**src/rtl/icb_pkg.sv**
```systemverilog
`timescale 1ns/1ps
package icb_pkg;

    typedef enum logic [1:0] {
        REG_CTRL = 2'd0,
        REG_RST  = 2'd1,
        REG_STAT = 2'd2,
        REG_DATA = 2'd3
    } icb_reg_e;

    typedef enum logic [1:0] {
        ST_IDLE  = 2'd0,
        ST_ISSUE = 2'd1,
        ST_WAIT  = 2'd2
    } icb_state_e;

    localparam int WORD_W     = 64;
    localparam int IBUS_AW    = 32;
    localparam int IBUS_DW    = 32;
    // Field positions, LSB-numbered, of the command and status words
    localparam int RD_FLAG_BIT = 48;
    localparam int SIZE_LSB    = 56;
    localparam int DONE_BIT    = 11;
    localparam int DATA_SHIFT  = 26;

    localparam logic [WORD_W-1:0] DONE_MASK = WORD_W'(1) << DONE_BIT;

    typedef struct packed {
        logic               rd;
        logic [3:0]         size;
        logic [IBUS_AW-1:0] addr;
    } icb_cmd_t;

    function automatic icb_cmd_t unpack_cmd(input logic [WORD_W-1:0] w);
        icb_cmd_t c;
        c.rd   = w[RD_FLAG_BIT];
        c.size = w[SIZE_LSB +: 4];
        c.addr = w[IBUS_AW-1:0];
        return c;
    endfunction

    function automatic logic [WORD_W-1:0] pack_result(input logic [IBUS_DW-1:0] d);
        return (WORD_W'(d) << DATA_SHIFT) | DONE_MASK;
    endfunction

endpackage

```
**src/rtl/icb_timer.sv**
```systemverilog
`timescale 1ns/1ps
module icb_timer #(
    parameter int LIMIT = 256
) (
    input  logic clk,
    input  logic rst_n,
    input  logic run,
    output logic expired
);
    localparam int CW = (LIMIT > 1) ? $clog2(LIMIT) : 1;
    localparam logic [CW-1:0] LAST = CW'(LIMIT - 1);

    logic [CW-1:0] cnt;

    always_ff @(posedge clk or negedge rst_n) begin
        if (!rst_n) begin
            cnt <= '0;
        end else if (!run) begin
            cnt <= '0;
        end else if (cnt != LAST) begin
            cnt <= cnt + 1'b1;
        end
    end

    assign expired = run && (cnt == LAST);

    // the wait window never runs past its limit
    p_cnt_bound_r9: assert property (@(posedge clk) disable iff (!rst_n)
        (run && cnt == LAST) |=> (!run || cnt == LAST || cnt == '0));

endmodule

```
**src/rtl/icb_host_regs.sv**
```systemverilog
`timescale 1ns/1ps
module icb_host_regs
    import icb_pkg::*;
(
    input  logic              clk,
    input  logic              rst_n,
    input  logic              host_valid,
    input  logic              host_write,
    input  logic [4:3]        host_addr,
    input  logic [WORD_W-1:0] host_wdata,
    output logic [WORD_W-1:0] host_rdata,
    input  logic              post_valid,
    input  logic [WORD_W-1:0] post_value,
    output logic              cmd_go,
    output icb_cmd_t          cmd,
    output logic [IBUS_DW-1:0] data_q
);
    icb_reg_e          sel;
    logic              wr_en;
    logic              rd_en;
    logic [WORD_W-1:0] status_q;

    assign sel    = icb_reg_e'(host_addr);
    assign wr_en  = host_valid && host_write;
    assign rd_en  = host_valid && !host_write;
    assign cmd_go = wr_en && (sel == REG_CTRL);
    assign cmd    = unpack_cmd(host_wdata);

    always_ff @(posedge clk or negedge rst_n) begin
        if (!rst_n) begin
            data_q <= '0;
        end else if (wr_en && sel == REG_DATA) begin
            data_q <= host_wdata[WORD_W-1 -: IBUS_DW];
        end
    end

    // A posted result takes priority over clear-on-read
    always_ff @(posedge clk or negedge rst_n) begin
        if (!rst_n) begin
            status_q <= '0;
        end else if (post_valid) begin
            status_q <= post_value;
        end else if (rd_en && sel == REG_STAT) begin
            status_q <= '0;
        end
    end

    always_comb begin
        host_rdata = '0;
        unique case (sel)
            REG_CTRL: host_rdata = '0;
            REG_RST:  host_rdata = '0;
            REG_STAT: host_rdata = status_q;
            REG_DATA: host_rdata = {data_q, {(WORD_W-IBUS_DW){1'b0}}};
            default:  host_rdata = '0;
        endcase
    end

    // a status read with nothing to post leaves zero behind
    p_clear_on_read_r8: assert property (@(posedge clk) disable iff (!rst_n)
        (rd_en && sel == REG_STAT && !post_valid) |=> (status_q == '0));

    // a posted result always lands, even under a same-edge read
    p_post_wins_r11: assert property (@(posedge clk) disable iff (!rst_n)
        post_valid |=> (status_q == $past(post_value)));

    // only a data-register write moves the data register
    p_data_hold_r2: assert property (@(posedge clk) disable iff (!rst_n)
        !(wr_en && sel == REG_DATA) |=> $stable(data_q));

endmodule

```
**src/rtl/icb_cmd_engine.sv**
```systemverilog
`timescale 1ns/1ps
module icb_cmd_engine
    import icb_pkg::*;
#(
    parameter int MAX_BYTES = 8,
    parameter int TIMEOUT   = 256
) (
    input  logic               clk,
    input  logic               rst_n,
    input  logic               cmd_go,
    input  icb_cmd_t           cmd,
    input  logic [IBUS_DW-1:0] data_q,
    output logic               bus_req,
    output logic               bus_we,
    output logic [IBUS_AW-1:0] bus_addr,
    output logic [3:0]         bus_size,
    output logic [IBUS_DW-1:0] bus_wdata,
    input  logic               bus_ack,
    input  logic               bus_err,
    input  logic [IBUS_DW-1:0] bus_rdata,
    output logic               post_valid,
    output logic [WORD_W-1:0]  post_value
);
    localparam logic [3:0] MAX_SZ = 4'(MAX_BYTES);

    icb_state_e         state_q;
    icb_state_e         state_d;
    logic               size_ok;
    logic               accept;
    logic               waiting;
    logic               expired;
    logic               finish;
    logic               rd_fail;
    logic               op_rd;
    logic [3:0]         op_size;
    logic [IBUS_AW-1:0] op_addr;
    logic [IBUS_DW-1:0] op_wdata;

    assign size_ok = (cmd.size <= MAX_SZ);
    assign accept  = cmd_go && size_ok && (state_q == ST_IDLE);
    assign waiting = (state_q == ST_WAIT);
    assign finish  = waiting && (bus_ack || expired);
    assign rd_fail = !bus_ack || bus_err;

    icb_timer #(.LIMIT(TIMEOUT)) u_timer (
        .clk     (clk),
        .rst_n   (rst_n),
        .run     (waiting),
        .expired (expired)
    );

    // State register
    always_ff @(posedge clk or negedge rst_n) begin
        if (!rst_n) begin
            state_q <= ST_IDLE;
        end else begin
            state_q <= state_d;
        end
    end

    // Operation latch: captured once per accepted command
    always_ff @(posedge clk or negedge rst_n) begin
        if (!rst_n) begin
            op_rd    <= 1'b0;
            op_size  <= '0;
            op_addr  <= '0;
            op_wdata <= '0;
        end else if (accept) begin
            op_rd    <= cmd.rd;
            op_size  <= cmd.size;
            op_addr  <= cmd.addr;
            op_wdata <= data_q;
        end
    end

    // Next state
    always_comb begin
        state_d = state_q;
        unique case (state_q)
            ST_IDLE:  if (accept) state_d = ST_ISSUE;
            ST_ISSUE: state_d = ST_WAIT;
            ST_WAIT:  if (bus_ack || expired) state_d = ST_IDLE;
            default:  state_d = ST_IDLE;
        endcase
    end

    // Outputs
    always_comb begin
        bus_req    = 1'b0;
        bus_we     = !op_rd;
        bus_addr   = op_addr;
        bus_size   = op_size;
        bus_wdata  = op_wdata;
        post_valid = 1'b0;
        post_value = '0;
        unique case (state_q)
            ST_IDLE:  ;
            ST_ISSUE: bus_req = 1'b1;
            ST_WAIT: begin
                if (finish) begin
                    post_valid = 1'b1;
                    if (!op_rd) begin
                        post_value = DONE_MASK;
                    end else if (rd_fail) begin
                        post_value = pack_result({IBUS_DW{1'b1}});
                    end else begin
                        post_value = pack_result(bus_rdata);
                    end
                end
            end
            default: ;
        endcase
    end

    // the request is a single-cycle pulse
    p_req_pulse_r3: assert property (@(posedge clk) disable iff (!rst_n)
        bus_req |=> !bus_req);

    // an accepted command requests on the very next cycle
    p_req_follows_r3: assert property (@(posedge clk) disable iff (!rst_n)
        accept |=> bus_req);

    // an oversized command never reaches the bus
    p_size_drop_r4: assert property (@(posedge clk) disable iff (!rst_n)
        (cmd_go && cmd.size > MAX_SZ) |=> !bus_req);

    // bus fields stay put while a transfer is outstanding
    p_busy_hold_r10: assert property (@(posedge clk) disable iff (!rst_n)
        waiting |-> ($stable(bus_addr) && $stable(bus_we) && $stable(bus_size)));

    // running out of wait time ends the transfer
    p_timeout_r9: assert property (@(posedge clk) disable iff (!rst_n)
        (waiting && expired) |=> (state_q == ST_IDLE));

    // a finished write posts the bare done flag
    p_write_done_r5: assert property (@(posedge clk) disable iff (!rst_n)
        (post_valid && bus_we) |-> (post_value == DONE_MASK));

endmodule

```
**src/rtl/icb_bridge.sv**
```systemverilog
`timescale 1ns/1ps
module icb_bridge
    import icb_pkg::*;
#(
    parameter int MAX_BYTES = 8,
    parameter int TIMEOUT   = 256
) (
    input  logic        clk,
    input  logic        rst_n,
    input  logic        host_valid,
    input  logic        host_write,
    input  logic [4:3]  host_addr,
    input  logic [63:0] host_wdata,
    output logic [63:0] host_rdata,
    output logic        bus_req,
    output logic        bus_we,
    output logic [31:0] bus_addr,
    output logic [3:0]  bus_size,
    output logic [31:0] bus_wdata,
    input  logic        bus_ack,
    input  logic        bus_err,
    input  logic [31:0] bus_rdata
);
    logic               cmd_go;
    icb_cmd_t           cmd;
    logic [IBUS_DW-1:0] data_q;
    logic               post_valid;
    logic [WORD_W-1:0]  post_value;

    icb_host_regs u_regs (
        .clk        (clk),
        .rst_n      (rst_n),
        .host_valid (host_valid),
        .host_write (host_write),
        .host_addr  (host_addr),
        .host_wdata (host_wdata),
        .host_rdata (host_rdata),
        .post_valid (post_valid),
        .post_value (post_value),
        .cmd_go     (cmd_go),
        .cmd        (cmd),
        .data_q     (data_q)
    );

    icb_cmd_engine #(
        .MAX_BYTES (MAX_BYTES),
        .TIMEOUT   (TIMEOUT)
    ) u_engine (
        .clk        (clk),
        .rst_n      (rst_n),
        .cmd_go     (cmd_go),
        .cmd        (cmd),
        .data_q     (data_q),
        .bus_req    (bus_req),
        .bus_we     (bus_we),
        .bus_addr   (bus_addr),
        .bus_size   (bus_size),
        .bus_wdata  (bus_wdata),
        .bus_ack    (bus_ack),
        .bus_err    (bus_err),
        .bus_rdata  (bus_rdata),
        .post_valid (post_valid),
        .post_value (post_value)
    );

endmodule

```
**config.mk**
```make
export PLATFORM = sky130hd
export DESIGN_NAME = icb_bridge
export DESIGN_NICKNAME = d
export VERILOG_FILES = /design/src/rtl/icb_pkg.sv /design/src/rtl/icb_timer.sv /design/src/rtl/icb_host_regs.sv /design/src/rtl/icb_cmd_engine.sv /design/src/rtl/icb_bridge.sv
export SDC_FILE = /design/constraint.sdc
export NUM_CORES = 1
export LEC_CHECK = 0
export BUFFER_PORTS_ARGS = -buffer_cell sky130_fd_sc_hd__clkbuf_2
export CAP_MARGIN = 20
export CORE_MARGIN = 2
export CORE_UTILIZATION = 25
export CTS_CLUSTER_DIAMETER = 200
export DETAILED_ROUTE_END_ITERATION = 8
export GPL_TIMING_DRIVEN = 0
export PLACE_DENSITY = 0.58
export REMOVE_ABC_BUFFERS = 1
export SYNTH_ARGS = -nofsm -noshare
export SYNTH_HDL_FRONTEND = slang
export SYNTH_SLANG_ARGS = --single-unit
```
**constraint.sdc**
```tcl
create_clock -name clk -period 4.7 [get_ports clk]
set_input_delay 0.705 -clock clk [delete_from_list [all_inputs] [get_ports clk]]
set_output_delay 0.705 -clock clk [all_outputs]
set_load 0.005 [all_outputs]
```
==> flow_summary.json <==
{
  "async_flop_share": 1.00,
  "grt_usage": 0.123,
  "finalMaxSlewViolations": 0,
  "cp-start-kind": "primary input",
  "avgSynthCellArea_sq_um": 13.3,
  "cp-end-kind": "output port",
  "drc": 0,
  "arrival_ps": 2100,
  "synth_top_cell_area_share": 0.571,
  "ys.flop_type": "dfrtp_1",
  "ios": 238,
  "tritoncts": "built",
  "finalSetupTns_ps": 0,
  "setup_viol": 0,
  "core_sq_um": 25000,
  "portBuffers": 212,
  "final_nets": 790,
  "synth-seq-area-share": 0.571,
  "grt_max_degree": 83,
  "syn-instance-count": 476,
  "grt_pass1_vias": 4587,
  "setup_ws_ps": 1890,
  "synth_area_sq_um": 6310,
  "antenna_left": 0,
  "cts_buffers": 17,
  "clock_skew_ps": 8.69,
  "drive_gt1_frac": 0.508,
  "outcome": "finished, final reports clean",
  "criticalPathCategory": "in2out",
  "synth_area_leaders": "dfrtp_1 (57%), mux2_2 (16%), o2bb2ai_1 (4.4%), mux2i_1 (4.3%), buf_4 (3.0%)",
  "p_per_area_nw_per_um2": 460,
  "path_max_fanout": 35,
  "die_h_um": 163,
  "antenna_found_initial": 1,
  "htree_levels": 4,
  "grt-ovfl-total": 0,
  "wl_per_cell_um": 15.4,
  "grt_pass1_wl_mm": 24.9,
  "period_needed_ps": 2810,
  "dieArea_sq_um": 26500,
  "max_freq_ghz": 0.356,
  "ir_drop_v": 0.000226,
  "cts.path.max_buffers": 2,
  "slew_headroom": 0.434,
  "finalHoldViolations": 0,
  "r2r-start": "u_engine.u_timer.cnt[0]",
  "p_leak_uw": 0.00418,
  "vias": 4391,
  "cp.required_ps": 3990,
  "cp-startpoint": "host_addr[4]",
  "ys_types": 36,
  "postCtsSetupRepairBufs": 0,
  "synth_top_cells_by_count": "dfrtp_1 (144), mux2_2 (91), nor2_1 (37), o2bb2ai_1 (32), nor2b_1 (29)",
  "rsz0062_at_grt": "no",
  "path_clk_slew_ps": 60,
  "clk_latency_ps": 420,
  "dp_worst_setup_slack_ps": 1710,
  "start_util": 0.253,
  "ctsResizeCount": 0,
  "fin_crit_sh": 0.597,
  "fin_area_sq_um": 8350,
  "synth_most_common_cell": "dfrtp_1",
  "yosysTopAreaCell": "dfrtp_1",
  "area_growth_pct": 32.3,
  "ctsHoldBuffers": 0,
  "dp_hpwl_mm": 11.1,
  "yosysWarnings": 0,
  "routed_via_density": 4.27,
  "maxCapViolCount": 0,
  "ys_ff_latch": 144,
  "totalWireLength_mm": 15.9,
  "root_buffer": "clkbuf_16",
  "rows": 58,
  "worst_pin_slew_ps": 850,
  "placed_area_sq_um": 7720,
  "cts.sinks": 144,
  "hp-class": "in2async",
  "synth-edff-count": 0,
  "routabilityCongestion": 0.726,
  "die-width_um": 163,
  "dr.pass1.iters": 4,
  "drtIter0Drc": 188
}
layer usage:
layer	vias to the layer above	global-route usage	wire, um
li1	2042	-	-
met1	2176	0.151	7050
met2	165	0.198	7410
met3	8	0.0527	1300
met4	0	0.0302	120
met5	-	0	0
worst max-delay path, cell delays in order:
cell and delay [ps]:
clkbuf_2 640, nor2b_1 440, and2_1 200, clkbuf_2 110
sequential cells by signal, indices dropped and copies added (netlist names):
signal / count
u_engine.state_q: 2
u_engine.bus_size: 4
u_regs.status_q: 33
u_engine.bus_addr: 32
u_engine.op_rd: 1
u_engine.bus_wdata: 32
u_regs.data_q: 32
u_engine.u_timer.cnt: 8
cells in the final DEF (no fill, tap or decap), types with 3 or more instances in the layout:
master and n:
clkinv_4 3, o21ai_0 4, inv_1 3, bufinv_16 4, and2_1 7, nand4_1 3, nand3_1 3, nor2_1 37
nor2b_1 29, mux2_2 91, buf_16 3, a31oi_1 4, and3_1 8, clkbuf_16 17, o2bb2ai_1 32, mux2i_1 27
clkbuf_2 211, clkinvlp_4 3, conb_1 25, mux2_4 9, dfrtp_1 144
cell families (layout without fill, tap and decap cells):
| group | count (synthesis) | in the layout | share of synthesized area |
|---|---|---|---|
| flip-flops | 144 | 144 | 0.571 |
| multiplexers | 127 | 127 | 0.227 |
| AND/OR/NAND/NOR | 98 | 98 | 0.0825 |
| buffers and inverters | 55 | 252 | 0.0528 |
| AO/OA/AOI/OAI | 47 | 47 | 0.0599 |
| XOR/XNOR | 3 | 3 | 0.00417 |
| adder cells (fa/ha/maj) | 1 | 1 | 0.00198 |
| other | 1 | 26 | 0.000595 |
report_power, final:
part	internal (uW)	switching [uW]
Combinational	423	278
Clock	902	557
Sequential	1520	161
Total	2850	996
layout make-up:
| type | instances | area (sq um) |
|---|---|---|
| sequential | 144 | 3600 |
| tap | 330 | 413 |
| clock buffer | 18 | 439 |
| antenna | 1 | 2.50 |
| fill | 2564 | 16600 |
| timing repair buffer | 218 | 1200 |
| multi-input combinational | 301 | 2490 |
| inverter | 3 | 11.3 |
| clock inverter | 13 | 188 |
worst paths after layout:
path | end | slack [ps] | cells after the start
max | host_rdata[27] | 1890 | 4
min | u_engine.bus_wdata[8] | 270 | 1
max reg2reg | u_regs.status_q[34] | 2270 | 5
min reg2reg | u_regs.status_q[47] | 490 | 1
max in group asynchronous | u_engine.bus_addr[21] | 3620 | 2
min in group clk | u_regs.status_q[47] | 490 | 1
metrics by stage:
step / util / hold WS, ps / instances / power, uW
2_1_floorplan: - / 409 / 448 / 2030
3_3_place_gp: 0.302 / 469 / 990 / 2390
3_5_place_dp: 0.309 / 471 / 996 / 2420
4_1_cts: 0.334 / 272 / 1027 / 3920
5_1_grt: 0.334 / 285 / 1027 / 4060
6_report: 0.334 / 268 / 1028 / 3840
Power figures use the tool's default switching activity.
